<file path="src/rtl/rfm_pkg.sv">
package rfm_pkg;
  typedef enum logic [1:0] {
    ZONE_POS = 2'd0,
    ZONE_NEG = 2'd1,
    ZONE_FAR = 2'd2
  } zone_e;
endpackage

</file>
<file path="src/rtl/rfm_span.sv">
// Error sign and magnitude, plus distance from prediction to nearer range limit.
module rfm_span #(
  parameter int PIX_W = 8
) (
  input  logic [PIX_W-1:0] pixel,
  input  logic [PIX_W-1:0] pred,
  output logic             neg,
  output logic [PIX_W-1:0] mag,
  output logic [PIX_W-1:0] theta
);
  localparam logic [PIX_W-1:0] PIX_MAX = '1;

  logic [PIX_W:0]   diff;
  logic [PIX_W-1:0] top_gap;

  assign diff    = {1'b0, pixel} - {1'b0, pred};
  assign neg     = diff[PIX_W];
  assign mag     = neg ? (pred - pixel) : (pixel - pred);
  assign top_gap = PIX_MAX - pred;
  assign theta   = (pred < top_gap) ? pred : top_gap;
endmodule

</file>
<file path="src/rtl/rfm_fold.sv">
// Folds error magnitude and sign into an unsigned code bounded by the pixel range.
module rfm_fold
  import rfm_pkg::*;
#(
  parameter int PIX_W = 8
) (
  input  logic             neg,
  input  logic [PIX_W-1:0] mag,
  input  logic [PIX_W-1:0] theta,
  output zone_e            zone,
  output logic [PIX_W-1:0] code
);
  localparam logic [PIX_W:0] ONE_W = {{PIX_W{1'b0}}, 1'b1};

  logic [PIX_W:0] wide;

  always_comb begin
    if (mag <= theta) zone = neg ? ZONE_NEG : ZONE_POS;
    else              zone = ZONE_FAR;
  end

  always_comb begin
    unique case (zone)
      ZONE_POS: wide = {mag, 1'b0};
      ZONE_NEG: wide = {mag, 1'b0} - ONE_W;
      default:  wide = {1'b0, theta} + {1'b0, mag};
    endcase
  end

  // theta bound keeps every code within PIX_W bits
  always_comb begin
    assert_fits_range_R5: assert (wide[PIX_W] == 1'b0);
  end

  assign code = wide[PIX_W-1:0];
endmodule

</file>
<file path="src/rtl/resid_fold_mapper.sv">
module resid_fold_mapper
  import rfm_pkg::*;
#(
  parameter int PIX_W = 8
) (
  input  logic             clk,
  input  logic             rst,
  input  logic             in_valid,
  input  logic             in_ref,
  input  logic [PIX_W-1:0] in_pixel,
  input  logic [PIX_W-1:0] in_pred,
  output logic             out_valid,
  output logic             out_ref,
  output logic [PIX_W-1:0] out_code
);
  logic             err_neg;
  logic [PIX_W-1:0] err_mag;
  logic [PIX_W-1:0] theta;
  zone_e            zone;
  logic [PIX_W-1:0] fold_code;

  rfm_span #(.PIX_W(PIX_W)) u_span (
    .pixel (in_pixel),
    .pred  (in_pred),
    .neg   (err_neg),
    .mag   (err_mag),
    .theta (theta)
  );

  rfm_fold #(.PIX_W(PIX_W)) u_fold (
    .neg   (err_neg),
    .mag   (err_mag),
    .theta (theta),
    .zone  (zone),
    .code  (fold_code)
  );

  always_ff @(posedge clk) begin
    if (rst) begin
      out_valid <= 1'b0;
      out_ref   <= 1'b0;
      out_code  <= '0;
    end else begin
      out_valid <= in_valid;
      if (in_valid) begin
        out_ref  <= in_ref;
        out_code <= in_ref ? in_pixel : fold_code;
      end
    end
  end

  // valid emerges exactly one clock after acceptance
  assert_latency_R7: assert property (@(posedge clk) disable iff (rst)
    !$past(rst) |-> (out_valid == $past(in_valid)));

  // reference samples leave unmapped and flagged
  assert_ref_raw_R6: assert property (@(posedge clk) disable iff (rst)
    (!$past(rst) && $past(in_valid && in_ref)) |-> (out_ref && out_code == $past(in_pixel)));

  // an exact prediction yields code zero
  assert_exact_zero_R3: assert property (@(posedge clk) disable iff (rst)
    (!$past(rst) && $past(in_valid && !in_ref && in_pixel == in_pred)) |-> (out_code == '0));

  // idle cycles leave the result untouched
  assert_hold_R8: assert property (@(posedge clk) disable iff (rst)
    !in_valid |=> ($stable(out_code) && $stable(out_ref)));
endmodule

</file>
<file path="config.mk">
export PLATFORM = sky130hd
export DESIGN_NAME = resid_fold_mapper
export DESIGN_NICKNAME = d
export VERILOG_FILES = /design/src/rtl/rfm_pkg.sv /design/src/rtl/rfm_span.sv /design/src/rtl/rfm_fold.sv /design/src/rtl/resid_fold_mapper.sv
export SDC_FILE = /design/constraint.sdc
export NUM_CORES = 1
export LEC_CHECK = 0
export CAP_MARGIN = 25
export CORE_ASPECT_RATIO = 0.9
export CORE_MARGIN = 2
export CORE_UTILIZATION = 40
export CTS_BUF_LIST = sky130_fd_sc_hd__clkbuf_8
export DETAILED_ROUTE_END_ITERATION = 10
export PLACE_DENSITY = 0.59
export SYNTH_ARGS = -nofsm -noshare
export SYNTH_HDL_FRONTEND = slang
export SYNTH_SLANG_ARGS = --single-unit
</file>
<file path="constraint.sdc">
create_clock -name clk -period 5.6 [get_ports clk]
set_input_delay 0.84 -clock clk [delete_from_list [all_inputs] [get_ports clk]]
set_output_delay 0.84 -clock clk [all_outputs]
set_load 0.1 [all_outputs]
</file>
# Yosys cells after proc, flatten, opt, wreduce, memory -nomap -nowiden
# Cells that the tools add are included.
# Widths: inputs -> output; s select.
[op_classes]
add_sub_neg = 6
n_lt_le_gt_ge = 2
n_eq_ne = 1
muxes = 6
reduce_logical = 1
[ops]
columns = ["operator", "count"]
rows = [
  ["$mux 8", 3],
  ["$pmux 8 s2", 1],
  ["$sub 8x8->8", 2],
  ["$sub 8x8->9", 1],
  ["$add 8x8->8", 1],
  ["$le 8x8->1", 1],
  ["$lt 8x8->1", 1],
  ["$sub 8x1->8 const B", 1],
  ["$sub 8x8->8 const A", 1],
  ["$eq 2x1->1 const B", 1],
  ["$logic_not 2->1", 1],
  ["$mux 2", 1],
  ["$mux 1", 1],
]
[totals]
register_bits = 10
wordCells = 19

# Logic depth before layout (Yosys ltp)
# Gate-level depths: netlist of run 1.
[depth]
word_depth = 8
ltp_mapped = 20
ltp_nobuf = 19

# Modules after synthesis
# A second synthesis of run 1 with hierarchy kept.
[unflattened]
hier_cells = 237
area_unflattened_um2 = 1914.3
[by_module_without_submodules]
columns = ["module", "instances", "cells_each", "area_per_inst_um2"]
rows = [
  ["rfm_fold", 1, 98, 747.0],
  ["rfm_span", 1, 98, 743.2],
  ["resid_fold_mapper", 1, 41, 424.2],
]

# Least setup slack after synthesis of run 1
# OpenSTA, ideal clock, no wires.
[synth_path]
kind = "input-to-reg"
startpoint = "input port in_pred[7]"
endpoint = "register out_code[0]"
arrival_ps = 4393
path_slack_ps = 1077
path_stages = 18
n_path_buf = 2
path_cell_list = "clkbuf_1 inv_1 ha_1 a21oi_2 nand2_1 nand2_4 buf_2 mux2_2 ha_1 o21bai_1 a21oi_1 nor2_1 o31ai_1 a21oi_1 nor2_2 mux2_2 o21ai_1 o21ai_0"
[synth_between]
elab_chain_len = 8
[synth_lines]
columns = ["item", "line_no", "rtl"]
rows = [
  ["start: declaration", "resid_fold_mapper.sv:11", "input logic [PIX_W-1:0] in_pred,"],
  ["$sub 8x8->8", "rfm_span.sv:19", "assign top_gap = PIX_MAX - pred;"],
  ["$lt 8x8->1", "rfm_span.sv:20", "assign theta = (pred < top_gap) ? pred : top_gap;"],
  ["$mux 8", "rfm_span.sv:20", ""],
  ["$le 8x8->1", "rfm_fold.sv:18", "if (mag <= theta) zone = neg ? ZONE_NEG : ZONE_POS;"],
  ["$mux 2", "rfm_fold.sv:18", ""],
  ["$eq 2x1->1 / $logic_not 2->1 (equally long branches)", "rfm_fold.sv:23", "unique case (zone)"],
  ["$pmux 8 s2 *", "rfm_fold.sv:23", ""],
  ["$mux 8 *", "resid_fold_mapper.sv:47", "out_code <= in_ref ? in_pixel : fold_code;"],
  ["end signal: assignment", "resid_fold_mapper.sv:47", ""],
  ["end: declaration", "resid_fold_mapper.sv:14", "output logic [PIX_W-1:0] out_code"],
]
# Mark *: on every way between the ends. The rest lies on a longest branch, timed or not.
# A chain may end at the register's enable or synchronous reset.

# Worst setup path in the final report of run 1
[layout_path]
startpoint = "input port in_pred[0]"
endpoint = "register out_code[0]"
# Same word-level chain as after synthesis.

==> results of run 1 <==
cells in the final DEF, fill, tap and decap left out, drive strengths merged, types with 2 or more instances in the layout:
| cell type | Yosys | final |
|---|---|---|
| a21o | 7 | 7 |
| and2 | 2 | 2 |
| nand2 | 12 | 12 |
| clkbuf | 6 | 3 |
| a21oi | 20 | 20 |
| nor2b | 4 | 4 |
| nor3 | 6 | 6 |
| o21ai | 15 | 15 |
| o21a | 3 | 3 |
| o21bai | 3 | 3 |
| clkdlybuf4s50 | 0 | 29 |
| nand2b | 6 | 6 |
| ha | 30 | 30 |
| inv | 30 | 30 |
| mux2i | 10 | 10 |
| fa | 3 | 3 |
| o31ai | 2 | 2 |
| a211oi | 4 | 4 |
| mux2 | 2 | 2 |
| o211a | 4 | 4 |
| dfxtp | 10 | 10 |
| o221a | 2 | 2 |
| xnor2 | 8 | 8 |
| xor2 | 14 | 14 |
| o211ai | 7 | 7 |
| nand3 | 4 | 4 |
| nor2 | 11 | 11 |
worst max-delay path, cell delays in order:
cell,delay [ns]
clkdlybuf4s50_1,0.52
ha_1,0.17
inv_1,0.05
fa_1,0.43
a211oi_2,0.35
o211ai_4,0.18
nand2_4,0.20
mux2_2,0.39
ha_1,0.35
o21bai_1,0.11
a21oi_1,0.18
nor2_1,0.05
o31ai_1,0.23
a21oi_1,0.16
nor2_2,0.39
mux2_2,0.38
o21ai_1,0.11
o21ai_0,0.09
logic make-up after synthesis:
kind of cell    Yosys count  synth area share (%)
fa+ha+maj                33                  22.7
mux                      12                  6.38
compound gates           75                  27.8
buf+inv                  40                  8.66
flops                    10                  10.4
xor+xnor                 22                  10.0
simple gates             52                  14.1
stage by stage:
stage	setup slack (ns)	util (%)	power, W	hold slack [ns]	instances
after floorplan	1.08	-	0.000418	0.911	244
after global placement	0.374	49.3	0.000508	0.459	326
after detailed placement	0.327	49.3	0.000505	0.456	326
after CTS	0.549	50.2	0.000583	0.465	329
after global routing	0.295	50.2	0.000631	0.505	329
final	0.515	50.2	0.000582	0.466	329
sequential cells by signal, indices dropped and copies added (netlist names):
register   cells
out_valid      1
out_ref        1
out_code       8
cell type report:
type	instances	area (um2)	area share, %
Multi-Input combinational cell	194	1560	68.1
Inverter	30	113	4.93
Tap cell	62	77.6	3.40
Clock buffer	3	41.3	1.81
Timing Repair Buffer	30	298	13.0
Sequential cell	10	200	8.76
layer usage:
layer | share of wire (%) | routed length [um]
met5 | 0 | 0
met4 | 1.0 | 48
met3 | 3.7 | 171
met2 | 43 | 1970
met1 | 52 | 2410
path summary, 6_finish.rpt:
kind          startpoint     endpoint  slack, ns  cells after the start
max           in_pred[0]  out_code[0]       0.51                     18
max reg2reg  out_code[1]  out_code[1]       4.98                      2
min reg2reg  out_code[2]  out_code[2]       0.47                      2
min          out_code[2]  out_code[2]       0.47                      2
where the power goes:
part	internal, W	switching, W	total (W)	leakage [nW]
Clock	0.0000469	0.0000264	0.0000733	0.0216
Combinational	0.000169	0.000256	0.000425	0.967
Sequential	0.0000798	0.00000364	0.0000835	0.0829
==> results.txt, run 1 <==
GR Overflow Total - 0
Detail Route Antenna Nets - 0
Post-DP HPWL - 3830 um
# setup viols final - 0
cell count after synthesis - 244
port buffer count - 29
Top FF cell, synth - dfxtp_1
sequential area share after synthesis - 10.4%
Crit Path Category - input port to flip-flop
max_cap viols - 0
FF+latch count, synth - 10
Area Overhead vs Synth - 18.9%
initial core utilization - 42.3%
root buf cell - clkbuf_8
initial antenna violation count - 0
status - complete, no violations
final RePlAce weighted congestion - 0.945
Crit. End Element - flip-flop
crit path time final - 5.09 ns
most frequent cells after synthesis - ha_1, inv_1, a21oi_1, o21ai_0, xor2_1
CTS tree - done
EDFF count, synth - 0
Placement Rows - 23
Mapped Area - 0.00192 mm2
largest area contributor in the synthesized netlist - ha_1
hold_buf cts - 0
largest net degree at the start of global routing - 18
area share of the largest cell type after synthesis - 19.5%
Max Freq - 197 MHz
Layout Skew - 0 ns
Die Area - 0.00538 mm2
final hold viol count - 0
Post-DP Area - 0.00224 mm2
Initial DRT Pass Iterations - 4
clk buf depth - 2
via count - 1749
clock transition at the registers of the reported paths - 0.04 ns
CP max FO - 13
Die H - 69.8 um
met3 usage - 3.65%
Critical Path AT - 5.19 ns
WL/cell - 14.0 um
fin crit share - 90.8%
RSZ-0062 raised after global routing - no
Least-Margin Pin Slew - 0.975 ns
Fin Setup TNS - 0 ns
via/cell ratio - 5.32
syn nets - 297
Final #Nets - 322
core area - 0.00455 mm2
top post-synthesis cells by area - ha_1, dfxtp_1, xor2_1, inv_1, mux2i_1
synth warn - 0
final non-filler cell area - 0.00228 mm2
Hold Crit Class - flip-flop to flip-flop
# fillers - 465
asr flop ratio synth - 0%
DRT iter0 DRCs - 80
GRT Overall Usage - 18.0%
global routing usage on met2 - 27.0%
P_leak - 1.07 nW
Distinct cells, synth - 51
mean post-synth cell area - 7.88 um2
met1 Usage GRT - 26.6%
Num CTS Buffers - 3
Crit path required time - 5.71 ns
PwrDens - 255 mW/mm2
clk sinks - 10
WL final - 4600 um
GRT busiest layer - met2
Antenna diodes - 0
VDD IR max - 0.118 mV
share of cells above drive strength 1 - 6.37%
I/O Pins - 30
deepest level of the CTS H-tree - 1
first-pass GRT wire length - 7870 um
Post-route DRC - 0
die width - 77.1 um
crit start category - input port
PostCTS Resize Cnt - 0
Setup Buffers After CTS - 0
max-slew violation count - 0
vias in the first global route - 1670
relative slew slack - 34.8%
Worst-Skew Late Latency - 0.24 ns
Power figures use the tool's default switching activity.
==> inputs of run 2 (changes only) <==
--- a/config.mk
+++ b/config.mk
@@ -7,7 +7,7 @@
 export LEC_CHECK = 0
 export CAP_MARGIN = 25
 export CORE_ASPECT_RATIO = 0.9
-export CORE_MARGIN = 2
+export CORE_MARGIN = 3
 export CORE_UTILIZATION = 40
 export CTS_BUF_LIST = sky130_fd_sc_hd__clkbuf_8
 export DETAILED_ROUTE_END_ITERATION = 10
==> run 2 against run 1 <==
  * Hold slack better by 0.0038 ns
  * Largest cell class unchanged
  * Setup slack improved by 0.033 ns
  * Count of clock-buffer cells in the layout is the same
  * Cell area did not move
  * Sequential share of layout area unchanged
  * Via count fell by 1.8%
  * Register-to-register slack hardly changed
  * Clock power down 2%
  * Critical path type unchanged
  * Wire length up 1.8%
  * Sequential power about the same
  * Fmax increased by 0.65%
==> results.txt, run 2 (synthesis results as in run 1) <==
status - complete, no violations
final hold viol count - 0 (unchanged)
PostCTS Resize Cnt - 0 (unchanged)
CP Buf/Inv Count - 2 (unchanged)
via/cell ratio - 5.22 (-1.8%)
Setup Buffers After CTS - 0 (unchanged)
P_leak - 1.07 nW (unchanged)
biggest regs - out_code x8, out_ref x1, out_valid x1
hold_buf cts - 0 (unchanged)
WL/cell - 14.2 um (+1.8%)
port buffer count - 29 (unchanged)
GRT Overall Usage - 17.2% (-0.80 points)
WL final - 4680 um (+1.8%)
clock transition at the registers of the reported paths - 0.05 ns (about the same)
final worst slack - 0.547 ns (+0.0329 ns)
die width - 79.1 um (+2.6%)
Antenna diodes - 0 (unchanged)
relative slew slack - 35.2% (+0.47 points)
worst hold endpoint - out_code[1]
reg-to-reg setup timing slack - 4.98 ns (about the same)
Setup WS pre-CTS - 0.312 ns (-0.0146 ns)
commonest non-fill, non-tap cells in the layout - inv_1, ha_1, clkdlybuf4s50_1, a21oi_1
fin crit share - 90.2% (-0.59 points)
Crit path largest cell delay - 0.53 ns (about the same)
Worst-Skew Late Latency - 0.23 ns (about the same)
# setup viols final - 0 (unchanged)
Biggest register - out_code
Logic pwr share - 73.1% (about the same)
max reg flops - 8 (unchanged)
Clk pwr share - 12.4% (-0.2 points)
Least-Margin Pin Slew - 0.968 ns (-0.00696 ns)
initial antenna violation count - 0 (unchanged)
multi-input combinational cell area - 0.00156 mm2 (unchanged)
Crit-path slowest cell - clkdlybuf4s50_1
core area - 0.00455 mm2 (unchanged)
Critical Path AT - 5.16 ns (-0.03 ns)
RSZ-0062 raised after global routing - no
Final #Nets - 322 (unchanged)
Num CTS Buffers - 3 (unchanged)
internal power - 0.000295 W (about the same)
Die H - 71.8 um (+2.9%)
share of power burned in registers - 14.4% (about the same)
first-pass GRT wire length - 7820 um (-0.62%)
clk sinks - 10 (unchanged)
RR Startpoint - out_code[7]
Crit. End Element - flip-flop
Post-route DRC - 0 (unchanged)
via count - 1717 (-1.8%)
I/O Pins - 30 (unchanged)
Post-DP HPWL - 3870 um (+1.2%)
reg2reg path depth - 2 (unchanged)
storage element area - 200 um2 (unchanged)
final RePlAce weighted congestion - 0.916 (-3.1%)
Placement Rows - 23 (unchanged)
Crit Path Category - input port to flip-flop
GR Overflow Total - 0 (unchanged)
Hold Crit Class - flip-flop to flip-flop
max-slew violation count - 0 (unchanged)
crit start category - input port
Detail Route Antenna Nets - 0 (unchanged)
Layout Skew - 0 ns (unchanged)
vias in the first global route - 1606 (-3.8%)
Sw Ratio - 49.0% (-0.19 points)
Psw - 0.000284 W (-0.83%)
Fin Setup TNS - 0 ns (unchanged)
hold_sp - out_code[1]
# fillers - 491 (+5.6%)
VDD IR max - 0.119 mV (+0.91%)
CTS tree - done
CP max FO - 13 (unchanged)
Die Area - 0.00567 mm2 (+5.5%)
PwrDens - 254 mW/mm2 (-0.44%)
DRT iter0 DRCs - 116 (+45%)
Top delay family on crit path - compound AO/OA/AOI/OAI gates
Initial DRT Pass Iterations - 5 (+1)
initial core utilization - 42.3% (unchanged)
reg2reg end - out_code[7]
max_cap viols - 0 (unchanged)
root buf cell - clkbuf_8
share of cells above drive strength 1 - 6.37% (unchanged)
crit path cell chain - clkdlybuf4s50_1 -> ha_1 -> inv_1 -> fa_1 -> a211oi_2 -> o211ai_4 -> nand2_4 -> mux2_2 -> ha_1 -> o21bai_1 -> a21oi_1 -> nor2_1 -> o31ai_1 -> a21oi_1 -> nor2_2 -> mux2_2 -> o21ai_1 -> o21ai_0
Max Freq - 198 MHz (+0.65%)
Area Overhead vs Synth - 18.9% (unchanged)
hold path cells - 2 (unchanged)
Crit path required time - 5.71 ns (about the same)
crit path time final - 5.05 ns (-0.0329 ns)
clk buf depth - 2 (unchanged)
deepest level of the CTS H-tree - 1 (unchanged)
largest net degree at the start of global routing - 18 (unchanged)
==> run 2: cell counts in the layout (fill, tap and decap cells not counted) <==
No cell type changed its count.
==> run 2: worst max-delay path by stage <==
| stage | startpoint | depth (start not counted) | end | slack, ns |
|---|---|---|---|---|
| 2_1_floorplan | in_pred[7] | 18 | out_code[0] | 1.08 |
| 3_3_place_gp | in_pred[0] | 18 | out_code[0] | 0.41 |
| 3_5_place_dp | in_pixel[0] | 19 | out_code[0] | 0.31 |
| 4_1_cts | in_pixel[0] | 19 | out_code[0] | 0.53 |
| 5_1_grt | in_pixel[0] | 19 | out_code[0] | 0.16 |
| 6_report | in_pred[0] | 18 | out_code[0] | 0.55 |
==> run 2: stage by stage <==
| step | power [W] | hold slack [ns] | cell area (um2) | util [%] | std cells |
|---|---|---|---|---|---|
| detailed placement | 0.000505 | 0.467 | 2240 | 49.3 | 326 |
| global placement | 0.000509 | 0.460 | 2240 | 49.3 | 326 |
| finish | 0.000579 | 0.469 | 2280 | 50.2 | 329 |
| global route | 0.000630 | 0.490 | 2280 | 50.2 | 329 |
| CTS | 0.000580 | 0.475 | 2280 | 50.2 | 329 |
| floorplan | 0.000418 | 0.911 | 1920 | - | 244 |
==> run 2: tightest hold or removal path, delay by kind of cell, from the launching register on <==
family             cells  cell delay [ns]
and+or+nand+nor        1             0.06
AOI/OAI and AO/OA      1             0.06
DFF                    1             0.30
==> run 2: cell type report <==
| cell class | count | area share, % |
|---|---|---|
| clock buffer | 3 | 1.81 |
| inverter | 30 | 4.93 |
| multi-input combinational | 194 | 68.1 |
| sequential | 10 | 8.76 |
| tap | 62 | 3.40 |
| timing repair buffer | 30 | 13.0 |
==> run 2: power groups by stage <==
stage	clock, W	combinational (W)	sequential (W)
2_1_floorplan	0	0.000273	0.000145
3_3_place_gp	0	0.000424	0.0000849
3_5_place_dp	0	0.000420	0.0000850
4_1_cts	0.0000730	0.000423	0.0000837
5_1_grt	0.0000761	0.000469	0.0000845
6_report	0.0000721	0.000424	0.0000836
==> run 2: per-layer routing <==
layer / up-vias / global-route usage (%) / routed length, um
li1: 900 / - / -
met3: 0 / 2.76 / 157
met1: 784 / 26.0 / 2490
met5: - / 0 / 0
met2: 33 / 27.1 / 2040
met4: 0 / 0.573 / 0
